$ cat config.mk
export PLATFORM = sky130hd
export DESIGN_NAME = ac97_cmd_ctrl
export DESIGN_NICKNAME = d
export VERILOG_FILES = /design/src/rtl/ac97c_pkg.sv /design/src/rtl/ac97c_sticky.sv /design/src/rtl/ac97c_host_regs.sv /design/src/rtl/ac97c_cmd_engine.sv /design/src/rtl/ac97c_reset_ctl.sv /design/src/rtl/ac97_cmd_ctrl.sv
export SDC_FILE = /design/constraint.sdc
export NUM_CORES = 1
export LEC_CHECK = 0
export ABC_CLOCK_PERIOD_IN_PS = 3000
export CORE_UTILIZATION = 35
export DETAILED_ROUTE_END_ITERATION = 7
export DONT_BUFFER_PORTS = 1
export REMOVE_ABC_BUFFERS = 1
export SYNTH_ARGS = -nofsm -noshare
export SYNTH_HDL_FRONTEND = slang
export SYNTH_SLANG_ARGS = --single-unit
$ cat constraint.sdc
create_clock -name clk -period 3 [get_ports clk]
set_clock_uncertainty 0.1 [all_clocks]
set_input_delay 0.6 -clock clk [delete_from_list [all_inputs] [get_ports clk]]
set_output_delay 0.6 -clock clk [all_outputs]
set_load 0.02 [all_outputs]
$ cat src/rtl/ac97c_pkg.sv
package ac97c_pkg;
  localparam logic [7:0] OFS_CTRL  = 8'h08;
  localparam logic [7:0] OFS_CADDR = 8'h20;
  localparam logic [7:0] OFS_CDATA = 8'h24;
  localparam logic [7:0] OFS_TSTAT = 8'h54;
  localparam logic [7:0] OFS_RSTAT = 8'h5C;
  localparam logic [7:0] OFS_AUDIO = 8'h60;

  localparam int CTRL_READY_BIT = 15;
  localparam int CTRL_COLD_BIT  = 11;
  localparam int CTRL_WARM_BIT  = 10;
  localparam int CTRL_START_BIT = 5;

  localparam int TST_ADDR_BIT = 31;
  localparam int TST_DATA_BIT = 30;
  localparam int RST_ADDR_BIT = 22;
  localparam int RST_DATA_BIT = 21;

  localparam int AUD_ARM_BIT = 26;
  localparam logic [31:0] AUD_KEEP_MASK = 32'h65E0_0000;
endpackage

$ cat src/rtl/ac97c_sticky.sv
module ac97c_sticky #(
  parameter int N = 2
) (
  input  logic         clk,
  input  logic         rst,
  input  logic [N-1:0] set,
  input  logic         clr_wr,
  input  logic [N-1:0] wbits,
  output logic [N-1:0] flags
);
  for (genvar i = 0; i < N; i++) begin : g_flag
    always_ff @(posedge clk) begin
      if (rst)
        flags[i] <= 1'b0;
      else if (set[i])
        flags[i] <= 1'b1;
      else if (clr_wr && !wbits[i])
        flags[i] <= 1'b0;
    end

    AST_FLAG_HOLD: assert property (@(posedge clk) disable iff (rst)
      ($past(flags[i]) && !$past(clr_wr)) |-> flags[i]);
    AST_SET_WINS: assert property (@(posedge clk) disable iff (rst)
      $past(set[i]) |-> flags[i]);
  end
endmodule

$ cat src/rtl/ac97c_host_regs.sv
module ac97c_host_regs
  import ac97c_pkg::*;
#(
  parameter int ADDR_W = 8,
  parameter int IDX_W  = 7,
  parameter int DAT_W  = 16,
  parameter int SLOT_W = 20
) (
  input  logic              clk,
  input  logic              rst,
  input  logic              bus_sel,
  input  logic              bus_wr,
  input  logic [ADDR_W-1:0] bus_addr,
  input  logic [31:0]       bus_wdata,
  output logic [31:0]       bus_rdata,
  input  logic              codec_ready,
  input  logic              rx1_vld,
  input  logic [SLOT_W-1:0] rx1,
  input  logic              rx2_vld,
  input  logic [SLOT_W-1:0] rx2,
  input  logic [1:0]        tx_flags,
  input  logic [1:0]        rx_flags,
  output logic              ctl_start,
  output logic              ctl_cold,
  output logic              ctl_warm,
  output logic              arm_en,
  output logic              cmd_stb,
  output logic              cmd_rd,
  output logic [IDX_W-1:0]  cmd_idx,
  output logic [DAT_W-1:0]  cmd_dat,
  output logic              tst_wr,
  output logic [1:0]        tst_wbits,
  output logic              rst_wr,
  output logic [1:0]        rst_wbits
);
  localparam int RD_BIT  = SLOT_W - 1;
  localparam int IDX_LSB = RD_BIT - IDX_W;
  localparam int DAT_LSB = SLOT_W - DAT_W;

  logic [7:0]       ofs;
  logic             wr_en;
  logic [IDX_W-1:0] fld_idx;
  logic             fld_rd;
  logic [DAT_W-1:0] fld_dat;
  logic [31:0]      aud_q;
  logic [31:0]      rd_mux;
  logic             unused_bits;

  assign ofs   = 8'(bus_addr);
  assign wr_en = bus_sel && bus_wr;

  assign cmd_stb   = wr_en && (ofs == OFS_CADDR);
  assign cmd_rd    = bus_wdata[RD_BIT];
  assign cmd_idx   = bus_wdata[IDX_LSB +: IDX_W];
  assign cmd_dat   = fld_dat;
  assign tst_wr    = wr_en && (ofs == OFS_TSTAT);
  assign tst_wbits = {bus_wdata[TST_ADDR_BIT], bus_wdata[TST_DATA_BIT]};
  assign rst_wr    = wr_en && (ofs == OFS_RSTAT);
  assign rst_wbits = {bus_wdata[RST_ADDR_BIT], bus_wdata[RST_DATA_BIT]};
  assign arm_en    = aud_q[AUD_ARM_BIT];
  assign unused_bits = ^{bus_wdata, rx1, rx2};

  always_ff @(posedge clk) begin
    if (rst) begin
      ctl_start <= 1'b0;
      ctl_cold  <= 1'b0;
      ctl_warm  <= 1'b0;
      aud_q     <= '0;
    end else if (wr_en) begin
      if (ofs == OFS_CTRL) begin
        ctl_start <= bus_wdata[CTRL_START_BIT];
        ctl_cold  <= bus_wdata[CTRL_COLD_BIT];
        ctl_warm  <= bus_wdata[CTRL_WARM_BIT];
      end
      if (ofs == OFS_AUDIO)
        aud_q <= bus_wdata & AUD_KEEP_MASK;
    end
  end

  always_ff @(posedge clk) begin
    if (rst) begin
      fld_idx <= '0;
      fld_rd  <= 1'b0;
    end else if (cmd_stb) begin
      fld_idx <= cmd_idx;
      fld_rd  <= cmd_rd;
    end else if (rx1_vld) begin
      fld_idx <= rx1[IDX_LSB +: IDX_W];
    end
  end

  always_ff @(posedge clk) begin
    if (rst)
      fld_dat <= '0;
    else if (wr_en && ofs == OFS_CDATA)
      fld_dat <= bus_wdata[DAT_LSB +: DAT_W];
    else if (rx2_vld)
      fld_dat <= rx2[DAT_LSB +: DAT_W];
  end

  always_comb begin
    rd_mux = '0;
    case (ofs)
      OFS_CTRL: begin
        rd_mux[CTRL_READY_BIT] = codec_ready;
        rd_mux[CTRL_COLD_BIT]  = ctl_cold;
        rd_mux[CTRL_WARM_BIT]  = ctl_warm;
        rd_mux[CTRL_START_BIT] = ctl_start;
      end
      OFS_CADDR: begin
        rd_mux[RD_BIT]               = fld_rd;
        rd_mux[IDX_LSB +: IDX_W]     = fld_idx;
      end
      OFS_CDATA: rd_mux[DAT_LSB +: DAT_W] = fld_dat;
      OFS_TSTAT: begin
        rd_mux[TST_ADDR_BIT] = tx_flags[1];
        rd_mux[TST_DATA_BIT] = tx_flags[0];
      end
      OFS_RSTAT: begin
        rd_mux[RST_ADDR_BIT] = rx_flags[1];
        rd_mux[RST_DATA_BIT] = rx_flags[0];
      end
      OFS_AUDIO: rd_mux = aud_q;
      default:   rd_mux = '0;
    endcase
  end

  always_ff @(posedge clk) begin
    if (rst)
      bus_rdata <= '0;
    else if (bus_sel && !bus_wr)
      bus_rdata <= rd_mux;
  end

  AST_AUDIO_MASKED: assert property (@(posedge clk) disable iff (rst)
    (aud_q & ~AUD_KEEP_MASK) == 32'h0);
endmodule

$ cat src/rtl/ac97c_cmd_engine.sv
module ac97c_cmd_engine #(
  parameter int IDX_W  = 7,
  parameter int DAT_W  = 16,
  parameter int SLOT_W = 20
) (
  input  logic              clk,
  input  logic              rst,
  input  logic              cmd_stb,
  input  logic              cmd_rd,
  input  logic [IDX_W-1:0]  cmd_idx,
  input  logic [DAT_W-1:0]  cmd_dat,
  input  logic              frame_valid,
  input  logic              codec_ready,
  input  logic              link_start,
  input  logic              arm_en,
  output logic              tx1_vld,
  output logic [SLOT_W-1:0] tx1,
  output logic              tx2_vld,
  output logic [SLOT_W-1:0] tx2,
  output logic              addr_done_set,
  output logic              data_done_set
);
  localparam int RD_BIT  = SLOT_W - 1;
  localparam int IDX_LSB = RD_BIT - IDX_W;
  localparam int DAT_LSB = SLOT_W - DAT_W;

  logic             pending;
  logic             q_rd;
  logic [IDX_W-1:0] q_idx;
  logic [DAT_W-1:0] q_dat;
  logic             issue;

  assign issue         = pending && frame_valid && codec_ready && link_start && arm_en;
  assign addr_done_set = issue;
  assign data_done_set = issue && !q_rd;

  always_ff @(posedge clk) begin
    if (rst) begin
      pending <= 1'b0;
      q_rd    <= 1'b0;
      q_idx   <= '0;
      q_dat   <= '0;
    end else if (cmd_stb) begin
      pending <= 1'b1;
      q_rd    <= cmd_rd;
      q_idx   <= cmd_idx;
      q_dat   <= cmd_dat;
    end else if (issue) begin
      pending <= 1'b0;
    end
  end

  always_ff @(posedge clk) begin
    if (rst) begin
      tx1_vld <= 1'b0;
      tx1     <= '0;
      tx2_vld <= 1'b0;
      tx2     <= '0;
    end else begin
      tx1_vld <= issue;
      tx2_vld <= issue && !q_rd;
      tx1     <= '0;
      tx2     <= '0;
      if (issue) begin
        tx1[RD_BIT]              <= q_rd;
        tx1[IDX_LSB +: IDX_W]    <= q_idx;
        if (!q_rd)
          tx2[DAT_LSB +: DAT_W]  <= q_dat;
      end
    end
  end

  AST_TX_GATED: assert property (@(posedge clk) disable iff (rst)
    tx1_vld |-> $past(frame_valid && codec_ready && link_start && arm_en));
  AST_READ_NO_DATA: assert property (@(posedge clk) disable iff (rst)
    (tx1_vld && tx1[RD_BIT]) |-> !tx2_vld);
  AST_DATA_PAIRED: assert property (@(posedge clk) disable iff (rst)
    tx2_vld |-> tx1_vld);
endmodule

$ cat src/rtl/ac97c_reset_ctl.sv
module ac97c_reset_ctl (
  input  logic clk,
  input  logic rst,
  input  logic cold_req,
  input  logic warm_req,
  output logic codec_rst_n,
  output logic sync_pulse
);
  always_ff @(posedge clk) begin
    if (rst) begin
      codec_rst_n <= 1'b1;
      sync_pulse  <= 1'b0;
    end else begin
      codec_rst_n <= !cold_req;
      sync_pulse  <= warm_req;
    end
  end

  AST_COLD_FOLLOWS: assert property (@(posedge clk) disable iff (rst)
    codec_rst_n == !$past(cold_req));
  AST_WARM_FOLLOWS: assert property (@(posedge clk) disable iff (rst)
    sync_pulse == $past(warm_req));
endmodule

$ cat src/rtl/ac97_cmd_ctrl.sv
module ac97_cmd_ctrl #(
  parameter int ADDR_W = 8,
  parameter int IDX_W  = 7,
  parameter int DAT_W  = 16,
  parameter int SLOT_W = 20
) (
  input  logic              clk,
  input  logic              rst,
  input  logic              bus_sel,
  input  logic              bus_wr,
  input  logic [ADDR_W-1:0] bus_addr,
  input  logic [31:0]       bus_wdata,
  output logic [31:0]       bus_rdata,
  input  logic              frame_valid,
  input  logic              codec_ready,
  output logic              tx_slot1_vld,
  output logic [SLOT_W-1:0] tx_slot1,
  output logic              tx_slot2_vld,
  output logic [SLOT_W-1:0] tx_slot2,
  input  logic              rx_slot1_vld,
  input  logic [SLOT_W-1:0] rx_slot1,
  input  logic              rx_slot2_vld,
  input  logic [SLOT_W-1:0] rx_slot2,
  output logic              codec_rst_n,
  output logic              sync_pulse
);
  logic             ctl_start, ctl_cold, ctl_warm, arm_en;
  logic             cmd_stb, cmd_rd;
  logic [IDX_W-1:0] cmd_idx;
  logic [DAT_W-1:0] cmd_dat;
  logic             tst_wr, rst_wr;
  logic [1:0]       tst_wbits, rst_wbits;
  logic [1:0]       tx_flags, rx_flags;
  logic             addr_done_set, data_done_set;

  ac97c_host_regs #(
    .ADDR_W(ADDR_W), .IDX_W(IDX_W), .DAT_W(DAT_W), .SLOT_W(SLOT_W)
  ) u_regs (
    .clk(clk), .rst(rst),
    .bus_sel(bus_sel), .bus_wr(bus_wr), .bus_addr(bus_addr),
    .bus_wdata(bus_wdata), .bus_rdata(bus_rdata),
    .codec_ready(codec_ready),
    .rx1_vld(rx_slot1_vld), .rx1(rx_slot1),
    .rx2_vld(rx_slot2_vld), .rx2(rx_slot2),
    .tx_flags(tx_flags), .rx_flags(rx_flags),
    .ctl_start(ctl_start), .ctl_cold(ctl_cold), .ctl_warm(ctl_warm),
    .arm_en(arm_en),
    .cmd_stb(cmd_stb), .cmd_rd(cmd_rd), .cmd_idx(cmd_idx), .cmd_dat(cmd_dat),
    .tst_wr(tst_wr), .tst_wbits(tst_wbits),
    .rst_wr(rst_wr), .rst_wbits(rst_wbits)
  );

  ac97c_cmd_engine #(
    .IDX_W(IDX_W), .DAT_W(DAT_W), .SLOT_W(SLOT_W)
  ) u_engine (
    .clk(clk), .rst(rst),
    .cmd_stb(cmd_stb), .cmd_rd(cmd_rd), .cmd_idx(cmd_idx), .cmd_dat(cmd_dat),
    .frame_valid(frame_valid), .codec_ready(codec_ready),
    .link_start(ctl_start), .arm_en(arm_en),
    .tx1_vld(tx_slot1_vld), .tx1(tx_slot1),
    .tx2_vld(tx_slot2_vld), .tx2(tx_slot2),
    .addr_done_set(addr_done_set), .data_done_set(data_done_set)
  );

  ac97c_sticky #(.N(2)) u_tx_flags (
    .clk(clk), .rst(rst),
    .set({addr_done_set, data_done_set}),
    .clr_wr(tst_wr), .wbits(tst_wbits), .flags(tx_flags)
  );

  ac97c_sticky #(.N(2)) u_rx_flags (
    .clk(clk), .rst(rst),
    .set({rx_slot1_vld, rx_slot2_vld}),
    .clr_wr(rst_wr), .wbits(rst_wbits), .flags(rx_flags)
  );

  ac97c_reset_ctl u_rstctl (
    .clk(clk), .rst(rst),
    .cold_req(ctl_cold), .warm_req(ctl_warm),
    .codec_rst_n(codec_rst_n), .sync_pulse(sync_pulse)
  );
endmodule

==> results.md, run 1 <==
- # hold bufs at CTS: 0
- First-pass GRT wire length: 16.5 mm
- Die outline width: 114 um
- Ratio of cells with drive above 1 in the final layout: 0.144
- Post-CTS setup buffer count: 0
- Antenna-violating nets left: 0
- Reg2Reg Setup Slack: 1340 ps
- Seq pwr share: 0.435
- Crit path top cell by count: or4_4
- Avg WL per Cell: 16.6 um
- Final hold violation count: 0
- CORE AREA: 12100 sq um
- # diodes: 0
- Post-route setup slack: 866 ps
- Clock insertion delay at the later pin of the skew report: 400 ps
- Post-synthesis mux area share: 0.122
- Grt total ovfl: 0
- Synth cell types: 34
- Synth Area in Simple Gates: 0.191
- Cts bufs inserted: 17
- GRT Total Usage: 0.174
- Sequential area share after synthesis: 0.524
- Largest net degree at the start of global routing: 68
- Power share of the clock group: 0.534
- Root Buffer: clkbuf_16
- CTS resizes: 0
- Synth Area per Inst: 9.63 sq um
- Internal power: 2.85 mW
- Max clock buf depth: 2
- CP required: 3200 ps
- Highest Clock Rate: 0.469 GHz
- Post-Layout Inst Area: 5000 sq um
- Clock Pin Slew Worst Setup and Hold Paths: 50 ps
- Most common cell after layout, fill and taps aside: dfxtp_1
- Xor/xnor share of the synthesized area: 0
- Die area: 12900 sq um
- Layout fillers: 1219
- Max rail drop VDD: 267 uV
- Relative slew slack: 0.536
- Crit Path Max Fanout: 16
- P_sw: 0.716 mW
- CP startpoint kind: input pin
- Most frequent cells in the layout: 114 x dfxtp_1, 84 x nand2_1, 34 x a21oi_1
- Final net count: 541
- Post-place setup slack: 448 ps
- Synthesis-to-layout area growth: 15.0%
- CTS tree: done
- Cell leakage power: 2.06 nW
- Die H: 114 um
- Initial DRT Pass Iterations: 4
- Crit path cell chain: or4_4 -> or4_4 -> mux2i_1 -> nor2_1
- WHS: 177 ps
- DRT iter0 DRCs: 211
- Initial Utilization: 0.361
- Util after Layout: 0.415
- Final setup vio count: 0
- Tmin final: 2130 ps
- Placement Cell Area: 4440 sq um
- Pins over their slew limit: 0
- Syn Inst Count: 452
- RSZ-0062 raised after global routing: no
- Slowest CP cell: or4_4
- Routed wire length: 10.5 mm
- Max incr delay on CP: 790 ps
- Synth Area in Compound Gates: 0.0900
- Mapped Area: 4350 sq um
- DRC: 0
- DP HPWL: 6.76 mm
- Via density: 4.81
- Yosys reg bits: 114
- Critical Path Sink Type: flip-flop
- Max_cap viols: 0
- PwrDens: 713 nW/um^2
- Worst Tran Pin Value: 691 ps
- Setup Crit Path Kind: input pin to flip-flop
- Worst min-delay path class: input pin to flip-flop
- Largest family of logic cells by synthesized area: simple AND/OR/NAND/NOR gates
- Setup TNS: 0 ps
- Final period utilization: 0.711
- # port buffers: 0
- Initial antenna violation count: 0
- Logic gate share of total power: 0.031
- Sw frac: 0.201
- Row count: 40
- Status: finished clean
- Via count: 3043
- Synth Area in Adders: 0
- RD Place Congestion: 0.825
- # clock sinks: 114
- Vias in the first global route: 3058
- Syn. warnings: 0
- H-tree depth: 4
- Worst EP arrival: 2330 ps
- I/O pin count: 164
## critical path: cells and delay by family
kind / cells / cell delay (ps)
multiplexers: 1 / 250
AND/OR/NAND/NOR: 3 / 1470
## area by class of cell
class                   count  area, sq um  area share
clock buffers              24          482      0.0962
clock inverters             6         80.1      0.0160
inverters                   3         11.3     0.00225
multi-input cells         308         1870       0.374
flip-flops and latches    114         2280       0.456
well taps                 168          210      0.0420
repair buffers              9         67.6      0.0135
## cells in the mapped netlist, drive strengths merged
cell type    n  share of area
mux2        23          0.060
mux2i       27          0.062
o311ai       2         0.0040
nand4        1         0.0014
and2        24          0.034
or3b         1         0.0020
or4          6          0.012
or3          1         0.0014
conb         1        0.00086
nor3         4         0.0046
nor4         7          0.016
nand2b       7          0.010
a22o         9          0.018
nor2b        3         0.0043
dfxtp      114           0.52
inv          3         0.0026
nand2       84          0.072
nand3        2         0.0023
nor2        30          0.026
o21ai        2         0.0023
clkbuf      18          0.016
a22oi       11          0.019
a32oi        2         0.0040
or2          1         0.0014
a21oi       34          0.039
buf         32          0.055
a211oi       2         0.0034
nor3b        1         0.0017
## final timing paths
| check | depth (start not counted) | from | endpoint |
|---|---|---|---|
| setup / recovery | 4 | bus_addr[7] | u_regs.cmd_dat[10] |
| hold / removal | 1 | rst | u_regs.aud_q[24] |
| setup reg to reg | 6 | u_regs.aud_q[26] | u_engine.tx2[14] |
| hold reg to reg | 1 | u_regs.ctl_cold | u_rstctl.codec_rst_n |
## flip-flops by register name (all words and copies together) (netlist names), 2 cells and up
register          cells
u_engine.tx2         16
u_engine.q_dat       16
u_regs.cmd_dat       16
u_engine.q_idx        7
u_regs.aud_q          7
u_rx_flags.flags      2
u_regs.fld_idx        7
u_engine.tx1          8
u_regs.bus_rdata     24
u_tx_flags.flags      2
## power groups by stage
stage	combinational (mW)	sequential, mW	clock, mW
2_1_floorplan	0.0951	1.58	0
3_3_place_gp	0.108	1.58	0
3_5_place_dp	0.112	1.58	0
4_1_cts	0.112	1.55	1.95
5_1_grt	0.121	1.55	2.04
6_report	0.112	1.55	1.91
## metrics by stage
step | power, mW | std cells
after CTS | 3.61 | 632
after detailed placement | 1.69 | 602
after floorplan | 1.67 | 425
after global routing | 3.71 | 632
after global placement | 1.69 | 602
final | 3.57 | 632
## kinds of logic after synthesis
family / Yosys count
buffers and inverters: 53
flip-flops: 114
multiplexers: 50
AND/OR/NAND/NOR: 172
other: 1
AO/OA/AOI/OAI: 62
## layer usage
metal  share of wire  routed length [um]  up-vias  track usage
met5               0                   0        -            0
li1                -                   -     1488            -
met2            0.47                4990      113        0.285
met1            0.43                4510     1422        0.197
met4           0.026                 272        0       0.0947
met3           0.070                 741       20       0.0643
No activity file was read; power rests on OpenSTA's default activity.
==> run 2: changes to the inputs <==
--- a/config.mk
+++ b/config.mk
@@ -5,7 +5,8 @@
 export SDC_FILE = /design/constraint.sdc
 export NUM_CORES = 1
 export LEC_CHECK = 0
-export ABC_CLOCK_PERIOD_IN_PS = 3000
+export ABC_AREA = 1
+export ABC_CLOCK_PERIOD_IN_PS = 2000
 export CORE_UTILIZATION = 35
 export DETAILED_ROUTE_END_ITERATION = 7
 export DONT_BUFFER_PORTS = 1
==> constraint.sdc (replaced) <==
create_clock -name clk -period 2 [get_ports clk]
set_clock_uncertainty 0.1 [all_clocks]
set_input_delay 0.4 -clock clk [delete_from_list [all_inputs] [get_ports clk]]
set_output_delay 0.4 -clock clk [all_outputs]
set_load 0.02 [all_outputs]
==> results.md, run 2 <==
- CP required: 2220 ps
- CP startpoint kind: flip-flop
- # port buffers: 0
- Final setup vio count: 0
- Vias in the first global route: 3949
- Final Power: 5.62 mW
- Max_cap viols: 0
- Critical Path Sink Type: flip-flop
- Worst Setup EP: u_engine.tx2[15]
- Largest net degree at the start of global routing: 49
- Max rail drop VDD: 555 uV
- RD Place Congestion: 0.827
- Ys flop type: dfxtp_1
- R2R Path End: u_engine.tx2[15]
- Post-route setup slack: 433 ps
- Tmin final: 1570 ps
- Cts bufs inserted: 17
- Relative slew slack: 0.668
- Placement Cell Area: 4940 sq um
- Final hold violation count: 0
- Syn. warnings: 0
- CTS tree: done
- CP startpoint: u_regs.ctl_start
- Yosys reg bits: 114
- DP HPWL: 8.43 mm
- Power share of the clock group: 0.517
- GRT busiest layer: met2
- GRT Total Usage: 0.185
- R2R depth: 5
- Synth cell types: 27
- Via count: 4194
- H-tree depth: 4
- Max clock buf depth: 2
- # clock sinks: 114
- Post-Layout Inst Area: 5520 sq um
- Mapped Area: 4900 sq um
- Cell leakage power: 2.34 nW
- Logic gate share of total power: 0.055
- Die area: 14500 sq um
- Reg2Reg Setup Slack: 430 ps
- Crit path cell chain: nand3_1 -> nand3b_1 -> nor2_2 -> nand2_2 -> nor2_1
- Slowest CP cell: dfxtp_1
- CORE AREA: 13500 sq um
- Row count: 42
- Post-place setup slack: 230 ps
- Most common cell after layout, fill and taps aside: nand2_1
- Clock Pin Slew Worst Setup and Hold Paths: 50 ps
- Reg2reg start: u_regs.ctl_start
- Worst EP arrival: 1780 ps
- Layout fillers: 1426
- Highest Clock Rate: 0.638 GHz
- Root Buffer: clkbuf_16
- Die H: 120 um
- Internal power: 4.36 mW
- Crit path max-delay family: simple AND/OR/NAND/NOR gates
- Post-CTS setup buffer count: 0
- WHS: 41.0 ps
- Pins over their slew limit: 0
- Most common library cells after synthesis: 140 x nand2_1, 114 x dfxtp_1, 72 x inv_1, 72 x nor2_1, 63 x a21oi_1
- Max incr delay on CP: 350 ps
- PwrDens: 1020 nW/um^2
- Ratio of cells with drive above 1 in the final layout: 0.0875
- Syn Inst Count: 670
- Die outline width: 120 um
- Met3 Use GR: 0.0759
- Routed wire length: 12.9 mm
- Avg WL per Cell: 15.1 um
- I/O pin count: 164
- RSZ-0062 raised after global routing: no
- Max reg flops: 24
- Initial Utilization: 0.364
- Seq pwr share: 0.428
- Clock insertion delay at the later pin of the skew report: 410 ps
- Most frequent cells in the layout: 140 x nand2_1, 114 x dfxtp_1, 72 x inv_1
- Via density: 4.93
- Synth Area per Inst: 7.32 sq um
- Most common cell in the synthesized netlist: nand2_1
- FFs w/ async S/R, synth: 0
- Status: finished clean
- Initial DRT Pass Iterations: 5
- Routing usage on met2: 0.305
- Worst Tran Pin Value: 496 ps
- Synth area leaders: dfxtp_1 47%, nand2_1 11%, a21oi_1 6.4%
- Crit Path Max Fanout: 18
- Met1 GRT Util: 0.209
- Grt total ovfl: 0
- First-pass GRT wire length: 20.5 mm
- Number of flops mapped to enable cells by yosys: 0
- WP depth: 5
- Top-area cell type share of the netlist area: 0.466
- Final net count: 752
- Most flop-heavy register: u_regs.bus_rdata
- Worst min-delay path class: input pin to flip-flop
- Setup TNS: 0 ps
- DRC: 0
- Setup Crit Path Kind: flip-flop to flip-flop
- Sw frac: 0.224
- WP buf/inv: 0
- # diodes: 0
- Sequential area share after synthesis: 0.466
- Antenna-violating nets left: 0
- Final period utilization: 0.784
- DRT iter0 DRCs: 300
- Synthesis-to-layout area growth: 12.7%
- P_sw: 1.26 mW
- Worst Hold Depth: 3
- Cell taking the most area after synthesis: dfxtp_1
- Initial antenna violation count: 0
[run 2: cell count changes after synthesis, moves of 25 or more]
cell     previous run  this run
mux2i_1            27         0
nor2_1             30        72
nand4_1             1        26
a21oi_1            34        63
nand3_1             2        54
inv_1               3        72
nand2_1            84       140
[run 2: cells by family (layout without fill, tap and decap cells)]
| logic type | after synthesis | after routing | synth area share |
|---|---|---|---|
| buffers and inverters | 141 | 122 | 0.143 |
| DFF | 114 | 114 | 0.466 |
| other | 1 | 24 | 0.000765 |
| and+or+nand+nor | 315 | 315 | 0.289 |
| AOI/OAI and AO/OA | 99 | 99 | 0.101 |
[run 2: per-stage QoR]
stage | utilization | std cells
3_5_place_dp | 0.367 | 820
5_1_grt | 0.411 | 850
2_1_floorplan | - | 630
6_report | 0.411 | 850
4_1_cts | 0.411 | 850
3_3_place_gp | 0.367 | 820
[run 2: cell type report]
cell class	count	area (sq um)	area share
Sequential cell	114	2280	0.413
Multi-Input combinational cell	438	2010	0.364
Clock buffer	23	488	0.0883
Inverter	78	293	0.0530
Tap cell	176	220	0.0399
Timing Repair Buffer	15	150	0.0272
Clock inverter	6	80.1	0.0145
[run 2: how the worst min path moves through the flow]
stage,start,to
2_1_floorplan,u_regs.ctl_cold,u_rstctl.codec_rst_n
3_3_place_gp,u_regs.ctl_cold,u_rstctl.codec_rst_n
3_5_place_dp,u_regs.ctl_cold,u_rstctl.codec_rst_n
4_1_cts,rst,u_regs.bus_rdata[13]
5_1_grt,rst,u_regs.bus_rdata[16]
6_report,rst,u_regs.bus_rdata[13]
[run 2: power by group through the flow]
stage               registers [mW]  clock network [mW]  logic, mW
floorplan                     2.44                   0      0.222
global placement              2.45                   0      0.286
detailed placement            2.45                   0      0.292
CTS                           2.41                2.97      0.310
global route                  2.41                3.08      0.353
finish                        2.41                2.91      0.310
[run 2: metal layers]
metal,part of all wire,wire length [um]
met1,0.40,5180
met2,0.49,6280
met3,0.091,1170
met4,0.018,235
met5,0,0
[run 2: repair_timing]
action | CTS | global route
endpoints found under the setup margin | 0 | 0
hold buffers | 1 | 0
resized for setup | 0 | 0
hold endpoints to repair | 35 | 0
[run 2: tightest hold or removal path: stages]
cell	delay [ps]
nor2_1	30
nand2_1	50
inv_1	30
